`config.mk`:
```
export PLATFORM = sky130hd
export DESIGN_NAME = bus_util_acct
export DESIGN_NICKNAME = d
export VERILOG_FILES = /design/src/rtl/bua_pkg.sv /design/src/rtl/bua_cost.sv /design/src/rtl/bua_window.sv /design/src/rtl/bua_sat_acc.sv /design/src/rtl/bua_frac_div.sv /design/src/rtl/bus_util_acct.sv
export SDC_FILE = /design/constraint.sdc
export NUM_CORES = 1
export LEC_CHECK = 0
export BUFFER_PORTS_ARGS = -buffer_cell sky130_fd_sc_hd__buf_4
export CORE_MARGIN = 3
export CORE_UTILIZATION = 50
export CTS_BUF_LIST = sky130_fd_sc_hd__clkbuf_16
export CTS_CLUSTER_SIZE = 16
export DETAILED_ROUTE_END_ITERATION = 16
export PLACE_DENSITY = 0.68
export SLEW_MARGIN = 20
export SYNTH_ARGS = -nofsm -noshare
export SYNTH_HDL_FRONTEND = slang
export SYNTH_HIERARCHICAL = 1
export SYNTH_SLANG_ARGS = --single-unit
```
`constraint.sdc`:
```
create_clock -name clk -period 9.31 [get_ports clk]
set_clock_uncertainty 0.05 [all_clocks]
set_input_delay 1.3965 -clock clk [delete_from_list [all_inputs] [get_ports clk]]
set_output_delay 1.3965 -clock clk [all_outputs]
set_load 0.05 [all_outputs]
```
`src/rtl/bua_pkg.sv`:
```
// Shared definitions for the bus cycle accountant.
// Assumes the kind encoding below is fixed by the reporting master.
package bua_pkg;

    typedef enum logic [1:0] {
        KIND_DMA_RD  = 2'd0,
        KIND_DMA_WR  = 2'd1,
        KIND_HOST_WR = 2'd2,
        KIND_HOST_RD = 2'd3
    } txn_kind_e;

    // Fixed overheads in bus cycles per access kind
    localparam int unsigned DMA_RD_OVH = 3;
    localparam int unsigned DMA_WR_OVH = 2;
    localparam int unsigned HOST_COST  = 7;

    // Number of parallel running sums: total, read, write
    localparam int unsigned N_LANES = 3;

endpackage

```
`src/rtl/bua_cost.sv`:
```
// Converts one transaction report into the bus cycles it consumed and
// classifies it as read or write. Purely combinational.
// Assumes COST_W is wide enough for the largest overhead + lat + data.
module bua_cost
    import bua_pkg::*;
#(
    parameter int unsigned DATA_W = 8,
    parameter int unsigned LAT_W  = 8,
    parameter int unsigned COST_W = 10
) (
    input  logic [1:0]        kind,
    input  logic [DATA_W-1:0] data_cyc,
    input  logic [LAT_W-1:0]  lat_cyc,
    output logic [COST_W-1:0] cost,
    output logic              is_read
);

    logic [COST_W-1:0] var_part;

    // Variable part shared by both DMA kinds
    always_comb var_part = COST_W'(data_cyc) + COST_W'(lat_cyc);

    // Select overhead and direction by kind
    always_comb begin
        unique case (txn_kind_e'(kind))
            KIND_DMA_RD: begin
                cost    = var_part + COST_W'(DMA_RD_OVH);
                is_read = 1'b1;
            end
            KIND_DMA_WR: begin
                cost    = var_part + COST_W'(DMA_WR_OVH);
                is_read = 1'b0;
            end
            KIND_HOST_WR: begin
                cost    = COST_W'(HOST_COST);
                is_read = 1'b0;
            end
            default: begin
                cost    = COST_W'(HOST_COST);
                is_read = 1'b1;
            end
        endcase
    end

    // register accesses never depend on data or latency fields
    always_comb begin
        if (kind[1]) assert_host_fixed_R3: assert (cost == COST_W'(7));
    end

endmodule

```
`src/rtl/bua_window.sv`:
```
// Measurement window timer. Raises tick on the closing cycle of every
// window of win_len cycles; a length of 0 is treated as 1.
// Assumes win_len may change at any time; a shorter value closes at once.
module bua_window #(
    parameter int unsigned WIN_W = 32
) (
    input  logic             clk,
    input  logic             rst_n,
    input  logic [WIN_W-1:0] win_len,
    output logic             tick,
    output logic [WIN_W-1:0] win_eff
);

    logic [WIN_W-1:0] cnt_q;

    // Effective length with zero mapped to one
    always_comb win_eff = (win_len == '0) ? WIN_W'(1) : win_len;

    // Boundary detect
    always_comb tick = (cnt_q >= win_eff);

    // Cycle counter, restarts at one after a boundary
    always_ff @(posedge clk) begin
        if (!rst_n)    cnt_q <= '0;
        else if (tick) cnt_q <= WIN_W'(1);
        else           cnt_q <= cnt_q + WIN_W'(1);
    end

    // a window longer than one cycle never closes on two adjacent cycles
    assert_tick_spacing_R5: assert property (@(posedge clk) disable iff (!rst_n)
        (tick && win_eff > WIN_W'(1)) |=> (!tick || win_eff <= WIN_W'(1)));

endmodule

```
`src/rtl/bua_sat_acc.sv`:
```
// Saturating running sum. clr restarts the sum; an addition presented in
// the same cycle as clr becomes the first term of the new sum.
// Assumes add_val is unsigned.
module bua_sat_acc #(
    parameter int unsigned ACC_W = 32,
    parameter int unsigned ADD_W = 10
) (
    input  logic             clk,
    input  logic             rst_n,
    input  logic             clr,
    input  logic             add_en,
    input  logic [ADD_W-1:0] add_val,
    output logic [ACC_W-1:0] acc_q
);

    localparam int unsigned SUM_W = ((ACC_W > ADD_W) ? ACC_W : ADD_W) + 1;
    localparam logic [SUM_W-1:0] ACC_MAX = SUM_W'({ACC_W{1'b1}});

    logic [SUM_W-1:0] base;
    logic [SUM_W-1:0] sum;
    logic [ACC_W-1:0] acc_d;

    // Next value with clamp at all ones
    always_comb begin
        base  = clr ? '0 : SUM_W'(acc_q);
        sum   = base + (add_en ? SUM_W'(add_val) : '0);
        acc_d = (sum > ACC_MAX) ? {ACC_W{1'b1}} : sum[ACC_W-1:0];
    end

    // Sum register
    always_ff @(posedge clk) begin
        if (!rst_n) acc_q <= '0;
        else        acc_q <= acc_d;
    end

    // the sum only grows inside a window
    assert_no_wrap_R6: assert property (@(posedge clk) disable iff (!rst_n)
        (!clr && add_en) |=> (acc_q >= $past(acc_q)));

    // with nothing to add and no restart, the sum holds
    assert_idle_hold_R9: assert property (@(posedge clk) disable iff (!rst_n)
        (!clr && !add_en) |=> $stable(acc_q));

endmodule

```
`src/rtl/bua_frac_div.sv`:
```
// Sequential restoring divider producing floor(numer * (2^FRAC_W-1) / denom),
// clamped to all ones when numer >= denom. One quotient bit per cycle,
// FRAC_W cycles from start to done. A new start abandons a running division.
// Assumes denom is never zero.
module bua_frac_div #(
    parameter int unsigned NUM_W  = 32,
    parameter int unsigned DEN_W  = 32,
    parameter int unsigned FRAC_W = 16
) (
    input  logic              clk,
    input  logic              rst_n,
    input  logic              start,
    input  logic [NUM_W-1:0]  numer,
    input  logic [DEN_W-1:0]  denom,
    output logic [FRAC_W-1:0] frac,
    output logic              done
);

    localparam int unsigned CMP_W  = (NUM_W > DEN_W) ? NUM_W : DEN_W;
    localparam int unsigned PROD_W = NUM_W + FRAC_W;
    localparam int unsigned CNT_W  = $clog2(FRAC_W + 1);

    logic [PROD_W-1:0] prod;
    logic [PROD_W-1:0] prod_hi;
    logic              sat_in;
    logic [DEN_W-1:0]  rem_q;
    logic [DEN_W-1:0]  den_q;
    logic [FRAC_W-1:0] lo_q;
    logic [CNT_W-1:0]  cnt_q;
    logic              busy_q;
    logic              sat_q;
    logic [DEN_W:0]    shifted;
    logic [DEN_W:0]    diff;
    logic              ge;
    logic [FRAC_W-1:0] q_nxt;

    // Scaled numerator: numer * 2^FRAC_W - numer
    always_comb begin
        prod    = {numer, {FRAC_W{1'b0}}} - PROD_W'(numer);
        prod_hi = prod >> FRAC_W;
        sat_in  = CMP_W'(numer) >= CMP_W'(denom);
    end

    // One restoring step
    always_comb begin
        shifted = {rem_q, lo_q[FRAC_W-1]};
        diff    = shifted - {1'b0, den_q};
        ge      = shifted >= {1'b0, den_q};
        q_nxt   = {lo_q[FRAC_W-2:0], ge};
    end

    // Division state machine
    always_ff @(posedge clk) begin
        if (!rst_n) begin
            rem_q  <= '0;
            den_q  <= DEN_W'(1);
            lo_q   <= '0;
            cnt_q  <= '0;
            busy_q <= 1'b0;
            sat_q  <= 1'b0;
            frac   <= '0;
            done   <= 1'b0;
        end else begin
            done <= 1'b0;
            if (start) begin
                rem_q  <= sat_in ? '0 : DEN_W'(prod_hi);
                den_q  <= denom;
                lo_q   <= prod[FRAC_W-1:0];
                cnt_q  <= CNT_W'(FRAC_W);
                busy_q <= 1'b1;
                sat_q  <= sat_in;
            end else if (busy_q) begin
                rem_q <= ge ? diff[DEN_W-1:0] : shifted[DEN_W-1:0];
                lo_q  <= q_nxt;
                cnt_q <= cnt_q - CNT_W'(1);
                if (cnt_q == CNT_W'(1)) begin
                    busy_q <= 1'b0;
                    done   <= 1'b1;
                    frac   <= sat_q ? '1 : q_nxt;
                end
            end
        end
    end

    // partial remainder stays below the divisor throughout a division
    assert_rem_bound_R7: assert property (@(posedge clk) disable iff (!rst_n)
        busy_q |-> (rem_q < den_q));

    // a result only appears at the end of a running division
    assert_done_from_run_R7: assert property (@(posedge clk) disable iff (!rst_n)
        done |-> ($past(busy_q) && !busy_q));

endmodule

```
`src/rtl/bus_util_acct.sv`:
```
// Bus cycle utilization accountant. Charges each reported transaction its
// bus cycles, sums total/read/write per window, latches the sums when the
// window closes and computes the utilization fraction sequentially.
// Assumes at most one report per cycle and windows of 17+ cycles when a
// fraction is wanted every window.
module bus_util_acct
    import bua_pkg::*;
#(
    parameter int unsigned DATA_W = 8,
    parameter int unsigned LAT_W  = 8,
    parameter int unsigned ACC_W  = 32,
    parameter int unsigned WIN_W  = 32,
    parameter int unsigned FRAC_W = 16
) (
    input  logic              clk,
    input  logic              rst_n,
    input  logic [WIN_W-1:0]  win_len,
    input  logic              txn_valid,
    input  logic [1:0]        txn_kind,
    input  logic [DATA_W-1:0] txn_data,
    input  logic [LAT_W-1:0]  txn_lat,
    output logic [ACC_W-1:0]  total_cyc,
    output logic [ACC_W-1:0]  rd_cyc,
    output logic [ACC_W-1:0]  wr_cyc,
    output logic [FRAC_W-1:0] util_frac,
    output logic              win_done,
    output logic              util_done
);

    localparam int unsigned COST_W = ((DATA_W > LAT_W) ? DATA_W : LAT_W) + 2;

    logic [COST_W-1:0] cost;
    logic              is_read;
    logic              tick;
    logic [WIN_W-1:0]  win_eff;
    logic [N_LANES-1:0] lane_en;
    logic [ACC_W-1:0]  lane_sum [N_LANES];

    bua_cost #(
        .DATA_W (DATA_W),
        .LAT_W  (LAT_W),
        .COST_W (COST_W)
    ) u_cost (
        .kind     (txn_kind),
        .data_cyc (txn_data),
        .lat_cyc  (txn_lat),
        .cost     (cost),
        .is_read  (is_read)
    );

    bua_window #(
        .WIN_W (WIN_W)
    ) u_window (
        .clk     (clk),
        .rst_n   (rst_n),
        .win_len (win_len),
        .tick    (tick),
        .win_eff (win_eff)
    );

    // Lane enables: 0 total, 1 read kinds, 2 write kinds
    always_comb begin
        lane_en[0] = txn_valid;
        lane_en[1] = txn_valid & is_read;
        lane_en[2] = txn_valid & ~is_read;
    end

    for (genvar g = 0; g < N_LANES; g++) begin : g_lane
        bua_sat_acc #(
            .ACC_W (ACC_W),
            .ADD_W (COST_W)
        ) u_acc (
            .clk     (clk),
            .rst_n   (rst_n),
            .clr     (tick),
            .add_en  (lane_en[g]),
            .add_val (cost),
            .acc_q   (lane_sum[g])
        );
    end

    // Publish the closed window's sums
    always_ff @(posedge clk) begin
        if (!rst_n) begin
            total_cyc <= '0;
            rd_cyc    <= '0;
            wr_cyc    <= '0;
            win_done  <= 1'b0;
        end else begin
            win_done <= tick;
            if (tick) begin
                total_cyc <= lane_sum[0];
                rd_cyc    <= lane_sum[1];
                wr_cyc    <= lane_sum[2];
            end
        end
    end

    bua_frac_div #(
        .NUM_W  (ACC_W),
        .DEN_W  (WIN_W),
        .FRAC_W (FRAC_W)
    ) u_div (
        .clk   (clk),
        .rst_n (rst_n),
        .start (tick),
        .numer (lane_sum[0]),
        .denom (win_eff),
        .frac  (util_frac),
        .done  (util_done)
    );

    // the published total is never below either subtotal
    assert_total_covers_R4: assert property (@(posedge clk) disable iff (!rst_n)
        (total_cyc >= rd_cyc) && (total_cyc >= wr_cyc));

    // reset leaves outputs and strobes cleared
    assert_reset_clear_R8: assert property (@(posedge clk)
        !rst_n |=> (total_cyc == '0 && rd_cyc == '0 && wr_cyc == '0 &&
                    util_frac == '0 && !win_done && !util_done));

    // published sums change only when a window closes
    assert_hold_outputs_R5: assert property (@(posedge clk) disable iff (!rst_n)
        !win_done |-> $stable(total_cyc) || $past(!rst_n));

endmodule

```
---- Yosys cells after proc, flatten, opt, wreduce, memory -nomap -nowiden ----
Cells that the tools add are included.
operators by class
  reductions and logical operators ........ 7
  $add $sub $neg .......................... 10
  eq/ne operators ......................... 3
  multiplexer cells ....................... 26
  $lt $le $gt $ge ......................... 6
  bitwise operators ....................... 5
operators with widths
  cell                                                                                number
  32-bit 2-to-1 mux                                                                   11
  33-bit adder                                                                        3
  33-bit by 32-bit greater-than comparator with 1-bit output (second input constant)  3
  32-bit >= comparator                                                                2
  16-bit 2-to-1 mux                                                                   3
  48-bit by 32-bit subtractor with 48-bit output                                      1
  33-bit by 32-bit >= comparator with 1-bit output                                    1
  32-bit by 1-bit adder with 32-bit output (second input constant)                    1
  32-bit logical NOT                                                                  1
  32-bit subtractor                                                                   1
  10-bit 2-to-1 mux                                                                   3
  10-bit by 2-bit adder with 10-bit output (second input constant)                    2
  10-bit one-hot mux with 2 select lines                                              1
  5-bit 2-to-1 mux                                                                    2
  8-bit by 8-bit adder with 9-bit output                                              1
  1-bit 2-to-1 mux                                                                    6
  5-bit by 1-bit equality test with 1-bit output (second input constant)              1
  5-bit by 1-bit subtractor with 5-bit output (second input constant)                 1
  2-bit OR reduction                                                                  2
  1-bit inverter                                                                      3
  3-bit AND reduction                                                                 1
  3-bit OR reduction                                                                  1
  1-bit AND                                                                           2
  2-bit by 1-bit equality test with 1-bit output (second input constant)              1
  other kinds (3)                                                                     3
storage, ports and cells
  bits in registers ....................... 329
  word-level logic and storage cells ...... 75
  output and inout bits ................... 114

---- Longest topological paths before layout ----
Gate-level depths: netlist of run 1.
  word-level depth ........................ 8
  mapped depth ............................ 22
  depth with buffers taken out ............ 19

---- Cells and area by module ----
Netlist of run 1, hierarchy kept.
modules (own cells, without submodules)
  module         area each (sq um)  cells each  times used
  bua_frac_div   8,521.9            1,115       1
  bua_sat_acc    2,280.9            276         3
  bus_util_acct  3,674.8            313         1
  bua_window     2,635.0            334         1
  bua_cost       772.0              110         1

---- Worst setup path after synthesis of run 1 ----
No wires, ideal clock.
  path kind ............................... input -> register
  start ................................... input win_len[27]
  end ..................................... register g_lane[0].u_acc.acc_q[30]
  stages .................................. 21
  path buffers ............................ 2
  data required time ...................... 9,126 ps
  data arrival time ....................... 5,796 ps
  path slack .............................. 3,330 ps
  cell sequence ........................... nor4_1 > nand4_1 > o21bai_1 > ha_1 > nand2b_1 > a2111o_1 > a31oi_1 > o2bb2ai_1 > or2_2 > clkbuf_1 > clkbuf_1 > nor2b_1 > ha_1 > inv_1 > fa_1 > nor2b_2 > o31a_4 > o2111ai_2 > a2111oi_2 > xor2_1 > a21oi_1
on the way
  word-level cells in the longest chain between the ends .. 7
RTL lines
  element                                                     line                 RTL
  start, declared                                             bus_util_acct.sv:17  input logic [WIN_W-1:0] win_len,
  32-bit logical NOT (*)                                      bua_window.sv:17     always_comb win_eff = (win_len == '0) ? WIN_W'(1) : win_len;
  32-bit 2-to-1 mux (*)                                       bua_window.sv:17
  named net win_eff[0]                                        bus_util_acct.sv:35  logic [WIN_W-1:0] win_eff;
  32-bit >= comparator (*)                                    bua_window.sv:20     always_comb tick = (cnt_q >= win_eff);
  named net tick                                              bus_util_acct.sv:34  logic tick;
  32-bit 2-to-1 mux (*)                                       bua_sat_acc.sv:25    base = clr ? '0 : SUM_W'(acc_q);
  33-bit adder (*)                                            bua_sat_acc.sv:26    sum = base + (add_en ? SUM_W'(add_val) : '0);
  33-bit by 32-bit greater-than comparator with 1-bit output  bua_sat_acc.sv:27    acc_d = (sum > ACC_MAX) ? {ACC_W{1'b1}} : sum[ACC_W-1:0];
  32-bit 2-to-1 mux (*)                                       bua_sat_acc.sv:27
  end signal, assigned                                        bua_sat_acc.sv:32    if (!rst_n) acc_q <= '0;
  end signal, assigned                                        bua_sat_acc.sv:33    else acc_q <= acc_d;
  end, declared                                               bua_sat_acc.sv:13    output logic [ACC_W-1:0] acc_q
The timed path passes the listed nets; every way through them passes the cells marked *.
A chain may end at the register's enable or synchronous reset.

---- Worst setup path in the final report of run 1 ----
  start ................................... input win_len[18]
  end ..................................... register g_lane[0].u_acc.acc_q[29]
The elaborated chain is that of the path after synthesis.

==> results.py, run 1 <==
metrics = {
    "critical_path": {
        "cp.required_ps": 9770,
        "ff2ff_setup_slack_ps": 3060,
        "worst_ep_arrival_time_ps": 7380,
        "r2r_end": "g_lane[0].u_acc/acc_q[29]$_SDFF_PN0_",
        "reg2reg_depth": 15,
        "cp_max_fo": 48,
        "path_class": "in2reg",
        "endpoint_kind": "register",
        "r2r-start": "u_window/cnt_q[29]$_SDFF_PP0_",
        "start_kind": "input port",
    },
    "clocking": {
        "cts_htree_levels": 2,
        "cts_root_buf": "clkbuf_16",
        "cts_max_path_buffers": 3,
        "cts.reportedPaths.clkPinSlew_ps": 60,
        "post_cts.repair.setup_buffers": 0,
        "tritoncts.num_buffers": 39,
        "cts_tree": "yes",
        "cts-resized-gates": 0,
        "clkSinkCount": 329,
        "insertion_delay_ps": 570,
        "postCtsHoldBufs": 0,
    },
    "synth": {
        "yosys_most_used_dff": "dfxtp_1",
        "synth_cells": 2700,
        "avgSynthCellArea_um2": 8.31,
        "synth_edf_count": 0,
        "ys_types": 103,
        "syn_nets": 2917,
        "ys_ff_latch": 329,
        "syn_area_mm2": 0.0224,
        "seq_area_frac_synth_pct": 29.3,
        "async_reset_ff_share_pct": 0,
        "yosys_warnings": 6,
    },
    "pwr": {
        "seq_power_share_pct": 39.7,
        "swShare_pct": 28.9,
        "p_int_mw": 2.63,
        "ir_worst_vdd_mv": 0.109,
        "p_comb_share_pct": 18.4,
        "clkPwrFrac_pct": 41.9,
        "p_per_area_mw_per_mm2": 146,
        "switching_power_mw": 1.07,
        "power_mw": 3.70,
        "p_leak_nw": 9.99,
    },
    "finish": {
        "multi_input_area_mm2": 0.0146,
        "fillCellCount": 4141,
        "design_area_mm2": 0.0253,
        "instances_no_fill": 3409,
        "drive_above_1_share_pct": 12.6,
        "nNetsFinal": 3005,
        "area_growth_pct": 12.6,
        "seq_area_mm2": 0.00659,
        "utilization_pct": 57.0,
        "antenna_cells": 0,
    },
    "min_path": {
        "hold_end": "u_div/frac[0]$_SDFFE_PN0P_",
        "min_from": "u_div/frac[0]$_SDFFE_PN0P_",
        "hold_class": "reg2reg",
        "hold_path_depth": 2,
    },
    "route": {
        "drtIter0Drc": 1779,
        "routedWlPerCell_um": 19.9,
        "first_pass_iters": 7,
        "vias_per_cell": 6.00,
        "ant_nets": 0,
        "vias": 20400,
        "drt_wl_total_um": 67800,
        "drc": 0,
    },
    "status": {
        "status": "finished, final reports clean",
    },
    "floorplan": {
        "die_h_um": 218,
        "die_w_um": 218,
        "initial_core_util_pct": 50.6,
        "dieArea_mm2": 0.0475,
        "pin_count": 167,
        "coreArea_mm2": 0.0443,
        "rows": 77,
    },
    "sta": {
        "setup_violations": 0,
        "min_period_ps": 6920,
        "worstMarginPinSlew_ps": 1000,
        "hold_viol_final": 0,
        "fmax_ghz": 0.145,
        "setup_tns_ps": 0,
        "rsz0062_at_grt": "false",
        "hold_ws_ps": 424,
        "period_share_pct": 74.3,
        "worst_slack_ps": 2390,
        "finalMaxSlewViolations": 0,
        "relSlewSlack_pct": 32.9,
    },
    "global_route": {
        "grt_util_all_layers_pct": 27.8,
        "grt_pass1_vias": 19600,
        "grt_antenna_before_repair": 0,
        "grt_pass1_wl_um": 107000,
        "grt_max_degree": 80,
        "gr-total-overflow": 0,
    },
    "place": {
        "finalWeightedCongestion": 0.992,
        "post-dp-hpwl_um": 49700,
        "placed_cell_area_mm2": 0.0240,
        "dp_slack_ps": 1970,
        "place_inst": 3338,
        "port_buffers": 166,
    },
    "flow_run": {
        "maxCapViolations": 0,
    },
}
## synth_stat cells, types with 7 or more instances
master     instances  share of area, %
o31a_1            11              0.43
nand4_1           47               1.3
o31ai_1           11              0.37
or2_2             12              0.33
inv_1            175               2.9
ha_1             159               8.9
nor4b_1           13              0.51
buf_2             13              0.29
nand3_1           81               1.8
buf_4             10              0.33
a41oi_1            9              0.35
xor2_1            53               2.1
a21o_1            51               1.7
nor4_1            23              0.64
nor2b_1          168               4.7
nor3_1            56               1.2
nor4b_2            8              0.54
a21oi_1          187               4.2
a32o_1             7              0.31
dfxtp_1          329                29
and3_1            22              0.61
a31oi_1           27              0.75
o22ai_1            8              0.22
a2111oi_2          9              0.60
xnor2_1          115               4.5
nand2_1          183               3.1
clkbuf_1         101               1.7
o21a_1            24              0.80
a211oi_1          48               1.6
a21oi_2            8              0.31
o21ai_1           20              0.45
o21ai_0           92               2.1
o21bai_1          12              0.40
and2_1            34              0.95
o211ai_1           8              0.27
mux2i_1          151               6.7
nor2_1           203               3.4
a22oi_1           10              0.33
or3_1             14              0.39
nand2b_1          17              0.47
## state kept, by name, summed over array words and instances (netlist names)
name and cells:
g_lane.u_acc/acc_q 96, rd_cyc 32, total_cyc 32, u_div/den_q 32
u_div/rem_q 32, u_window/cnt_q 32, wr_cyc 32, u_div/frac 16
u_div/lo_q 16, u_div/cnt_q 5, u_div/busy_q 1, u_div/done 1
u_div/sat_q 1, win_done 1
## cells by family after synthesis
kind of cell / after synthesis / share of synthesized area [%]
and+or+nand+nor: 939 / 22.5
xor gates and xnor gates: 168 / 6.56
buffers and inverters: 318 / 5.91
AOI/OAI and AO/OA: 629 / 19.5
DFF: 329 / 29.3
muxes: 153 / 6.85
adders and majority gates: 164 / 9.31
## power groups by stage
stage | logic, mW | registers [mW] | clock network (mW)
finish | 0.679 | 1.47 | 1.55
global route | 0.743 | 1.47 | 1.64
CTS | 0.665 | 1.47 | 1.58
detailed placement | 0.661 | 1.50 | 0
global placement | 0.645 | 1.50 | 0
floorplan | 0.512 | 1.47 | 0
## cells in the final DEF, fill, tap and decap left out, types with 11 or more instances in the layout
cell,synthesis,final
nor4_1,23,22
a211oi_1,48,48
a21oi_1,187,187
inv_1,175,185
o21ai_0,92,92
nand2_1,183,183
ha_1,159,159
o21ai_1,20,20
dfxtp_1,329,328
nor4b_1,13,13
a21o_1,51,51
mux2i_1,151,151
nor3_1,56,56
xor2_1,53,53
a31oi_1,27,27
and3_1,22,22
nor2_1,203,203
nand3_1,81,81
o21a_1,24,24
o21bai_1,12,12
xnor2_1,115,115
nor2b_1,168,168
or2_2,12,11
and2_1,34,34
nand4_1,47,47
o31a_1,11,11
buf_4,10,185
or3_1,14,14
clkbuf_16,0,40
nand2b_1,17,17
## worst max path at each step
stage / startpoint / endpoint / cells after the start
6_report: win_len[18] / g_lane[0].u_acc/acc_q[29]$_SDFF_PN0_ / 19
5_1_grt: win_len[26] / g_lane[0].u_acc/acc_q[24]$_SDFF_PN0_ / 19
4_1_cts: win_len[18] / g_lane[0].u_acc/acc_q[29]$_SDFF_PN0_ / 19
3_5_place_dp: win_len[18] / g_lane[0].u_acc/acc_q[29]$_SDFF_PN0_ / 19
3_3_place_gp: win_len[19] / g_lane[1].u_acc/acc_q[29]$_SDFF_PN0_ / 19
2_1_floorplan: win_len[27] / g_lane[0].u_acc/acc_q[30]$_SDFF_PN0_ / 21
## worst max-delay path, cell delays in order
cell       delay [ps]
buf_4             130
nor4_1            370
nand4_1           180
o21bai_1          360
ha_1              170
nand2b_1          100
a2111o_1          130
a31oi_1           140
o2bb2ai_4         830
or2_4             750
buf_4             640
nor2b_1           110
ha_1              390
and3_1            260
and3_1            210
nor2_2            510
a2111oi_2         190
a211o_1           350
nand3_1            70
## cell type report
class	instances	share of cell area, %
Clock buffer	40	3.96
Tap cell	592	2.93
Sequential cell	329	26.1
Timing Repair Buffer	187	5.62
Clock inverter	30	1.08
Multi-Input combinational cell	2053	57.7
Inverter	178	2.64
## per-layer routing
metal | share of wire (%) | track usage (%) | vias to the layer above
li1 | - | - | 9815
met1 | 42 | 35.3 | 9667
met2 | 46 | 45.8 | 761
met3 | 6.5 | 4.83 | 200
met4 | 5.0 | 13.1 | 0
met5 | 0 | 0 | -
Power figures use the tool's default switching activity.
==> inputs of run 2 (changes only) <==
- ABC_AREA: not set -> 1
- PLACE_DENSITY: 0.68 -> 0.7
- clock period: 9.31 -> 5.9 ns (I/O delays scaled with it)
==> results.py, run 2 <==
metrics = {
    "synth": {
        "synth_fa_ha_area_share_pct": 7.80,
        "synth_top_area_share_pct": 24.6,
        "synth_top_family_by_area": "simple AND/OR/NAND/NOR gates",
        "synthSimpleGateAreaFrac_pct": 42.3,
        "ys_types": 56,
        "syn_area_mm2": 0.0268,
        "synth.most_common_cell": "nand2_1",
        "synth_compound_area_share_pct": 7.46,
        "seq_area_frac_synth_pct": 24.6,
        "synth_edf_count": 0,
        "synth_top_area_cell": "dfxtp_1",
        "yosys-top-cells-area": "dfxtp_1, nand2_1, inv_1",
        "ys_ff_latch": 329,
        "avgSynthCellArea_um2": 5.90,
        "synth.area.mux_share_pct": 0,
        "yosys_most_used_dff": "dfxtp_1",
        "synth_xor_area_share_pct": 2.87,
        "yosys_warnings": 6,
        "async_reset_ff_share_pct": 0,
        "synthTopCellsByCount": "nand2_1, inv_1, nor2_1",
        "syn_nets": 4751,
        "synth_cells": 4534,
    },
    "critical_path": {
        "cp_max_fo": 43,
        "cp.required_ps": 6360,
        "worst_ep_arrival_time_ps": 5150,
        "path_delay_family": "simple AND/OR/NAND/NOR gates",
        "cp_slowest_stage_delay_ps": 400,
        "path_class": "in2reg",
        "cp_slowest_cell": "fa_1",
        "endpoint_kind": "register",
        "start_kind": "input port",
        "crit_buf_inv": 4,
        "cp_common_cell": "nand2_1",
    },
    "global_route": {
        "gr-total-overflow": 0,
        "grt_pass1_vias": 25200,
        "grt_pass1_wl_um": 133000,
        "grt_util_all_layers_pct": 29.2,
        "grt_antenna_before_repair": 0,
        "grt_max_degree": 94,
    },
    "place": {
        "port_buffers": 166,
        "finalWeightedCongestion": 1.00,
        "placed_cell_area_mm2": 0.0282,
        "post-dp-hpwl_um": 66300,
    },
    "finish": {
        "design_area_mm2": 0.0294,
        "layout.cells.most_common_list": "nand2_1, inv_1, nor2_1",
        "drive_above_1_share_pct": 9.93,
        "largest_register_ffs": 96,
        "fillCellCount": 5523,
        "area_growth_pct": 9.94,
        "antenna_cells": 0,
        "nNetsFinal": 4839,
        "multi_input_area_mm2": 0.0162,
        "regMostFlops": "g_lane.u_acc/acc_q",
        "final_common_cell": "nand2_1",
        "seq_area_mm2": 0.00659,
        "utilization_pct": 55.8,
    },
    "floorplan": {
        "initial_core_util_pct": 50.7,
        "die_w_um": 237,
        "die_h_um": 237,
        "coreArea_mm2": 0.0528,
        "pin_count": 167,
        "rows": 84,
        "dieArea_mm2": 0.0564,
    },
    "sta": {
        "worstMarginPinSlew_ps": 1000,
        "min_period_ps": 4690,
        "setup_violations": 0,
        "relSlewSlack_pct": 33.0,
        "hold_ws_ps": 421,
        "setup_tns_ps": 0,
        "hold_viol_final": 0,
        "fmax_ghz": 0.213,
        "finalMaxSlewViolations": 0,
        "period_share_pct": 79.5,
        "rsz0062_at_grt": "false",
    },
    "route": {
        "ant_nets": 0,
        "wl_met1_um": 36900,
        "vias_per_cell": 5.12,
        "drtIter0Drc": 2217,
        "vias": 27300,
        "drc": 0,
        "routedWlPerCell_um": 15.7,
        "wl_met2_um": 38300,
        "top_layer": "met4",
        "first_pass_iters": 6,
        "drt_wl_total_um": 84000,
        "met3_length_um": 5290,
    },
    "clocking": {
        "cts.reportedPaths.clkPinSlew_ps": 60,
        "insertion_delay_ps": 570,
        "cts_root_buf": "clkbuf_16",
        "postCtsHoldBufs": 0,
        "cts_htree_levels": 2,
        "cts-resized-gates": 0,
        "clkSinkCount": 329,
        "post_cts.repair.setup_buffers": 0,
        "tritoncts.num_buffers": 38,
        "cts_max_path_buffers": 3,
        "cts_tree": "yes",
    },
    "flow_run": {
        "maxCapViolations": 0,
    },
    "pwr": {
        "power_mw": 6.25,
        "ir_worst_vdd_mv": 0.183,
        "p_leak_nw": 15.2,
        "p_per_area_mw_per_mm2": 212,
    },
    "status": {
        "status": "finished, final reports clean",
    },
    "min_path": {
        "hold_class": "reg2reg",
    },
}
## run 2: cell count changes in the layout (fill, tap and decap cells not counted), sizes merged, moves of 151 or more
cell / delta
nand2: +1251
nand3: +254
mux2i: -151
inv: +657
nor2: +494
nor2b: -172
## run 2: through the flow
step                      instances  worst slack, ps
final                          5340             1210
after global routing           5340              790
after CTS                      5340             1330
after detailed placement       5270              735
after global placement         5270              864
after floorplan                4534             1420
## run 2: cell families after synthesis
logic type / after synthesis
AOI/OAI and AO/OA: 354
xor gates and xnor gates: 87
adders and majority gates: 164
buffers and inverters: 981
DFF: 329
and+or+nand+nor: 2619
## run 2: power breakdown
| group | switching, mW | internal, mW |
|---|---|---|
| Sequential | 0.0774 | 2.25 |
| Clock | 1.02 | 1.32 |
| Combinational | 1.07 | 0.505 |
| Total | 2.17 | 4.08 |
## run 2: metal layers
metal | vias up | track usage, %
li1 | 14100 | -
met1 | 12300 | 37.5
met2 | 816 | 49.2
met3 | 178 | 4.48
met4 | 0 | 11.7
met5 | - | 0
## run 2: worst min-delay path: cells and delay by family (launching register included)
family	cells	cell delay, ps
and+or+nand+nor	2	130
DFF	1	310
## run 2: layout make-up
type,instances,area share [%]
inverter,842,10.8
clock buffer,38,3.23
multi-input combinational,3224,55.0
clock inverter,32,0.897
tap,688,2.92
timing repair buffer,187,4.78
sequential,329,22.4
## run 2: final timing paths
kind / slack, ps / endpoint / depth (start not counted) / from
max: 1210 / g_lane[0].u_acc/acc_q[18]$_SDFF_PN0_ / 28 / win_len[16]
min: 420 / rd_cyc[16]$_SDFFE_PN0P_ / 2 / rd_cyc[16]$_SDFFE_PN0P_
min reg2reg: 420 / rd_cyc[16]$_SDFFE_PN0P_ / 2 / rd_cyc[16]$_SDFFE_PN0P_
max reg2reg: 1770 / g_lane[0].u_acc/acc_q[18]$_SDFF_PN0_ / 22 / u_window/cnt_q[27]$_SDFF_PP0_
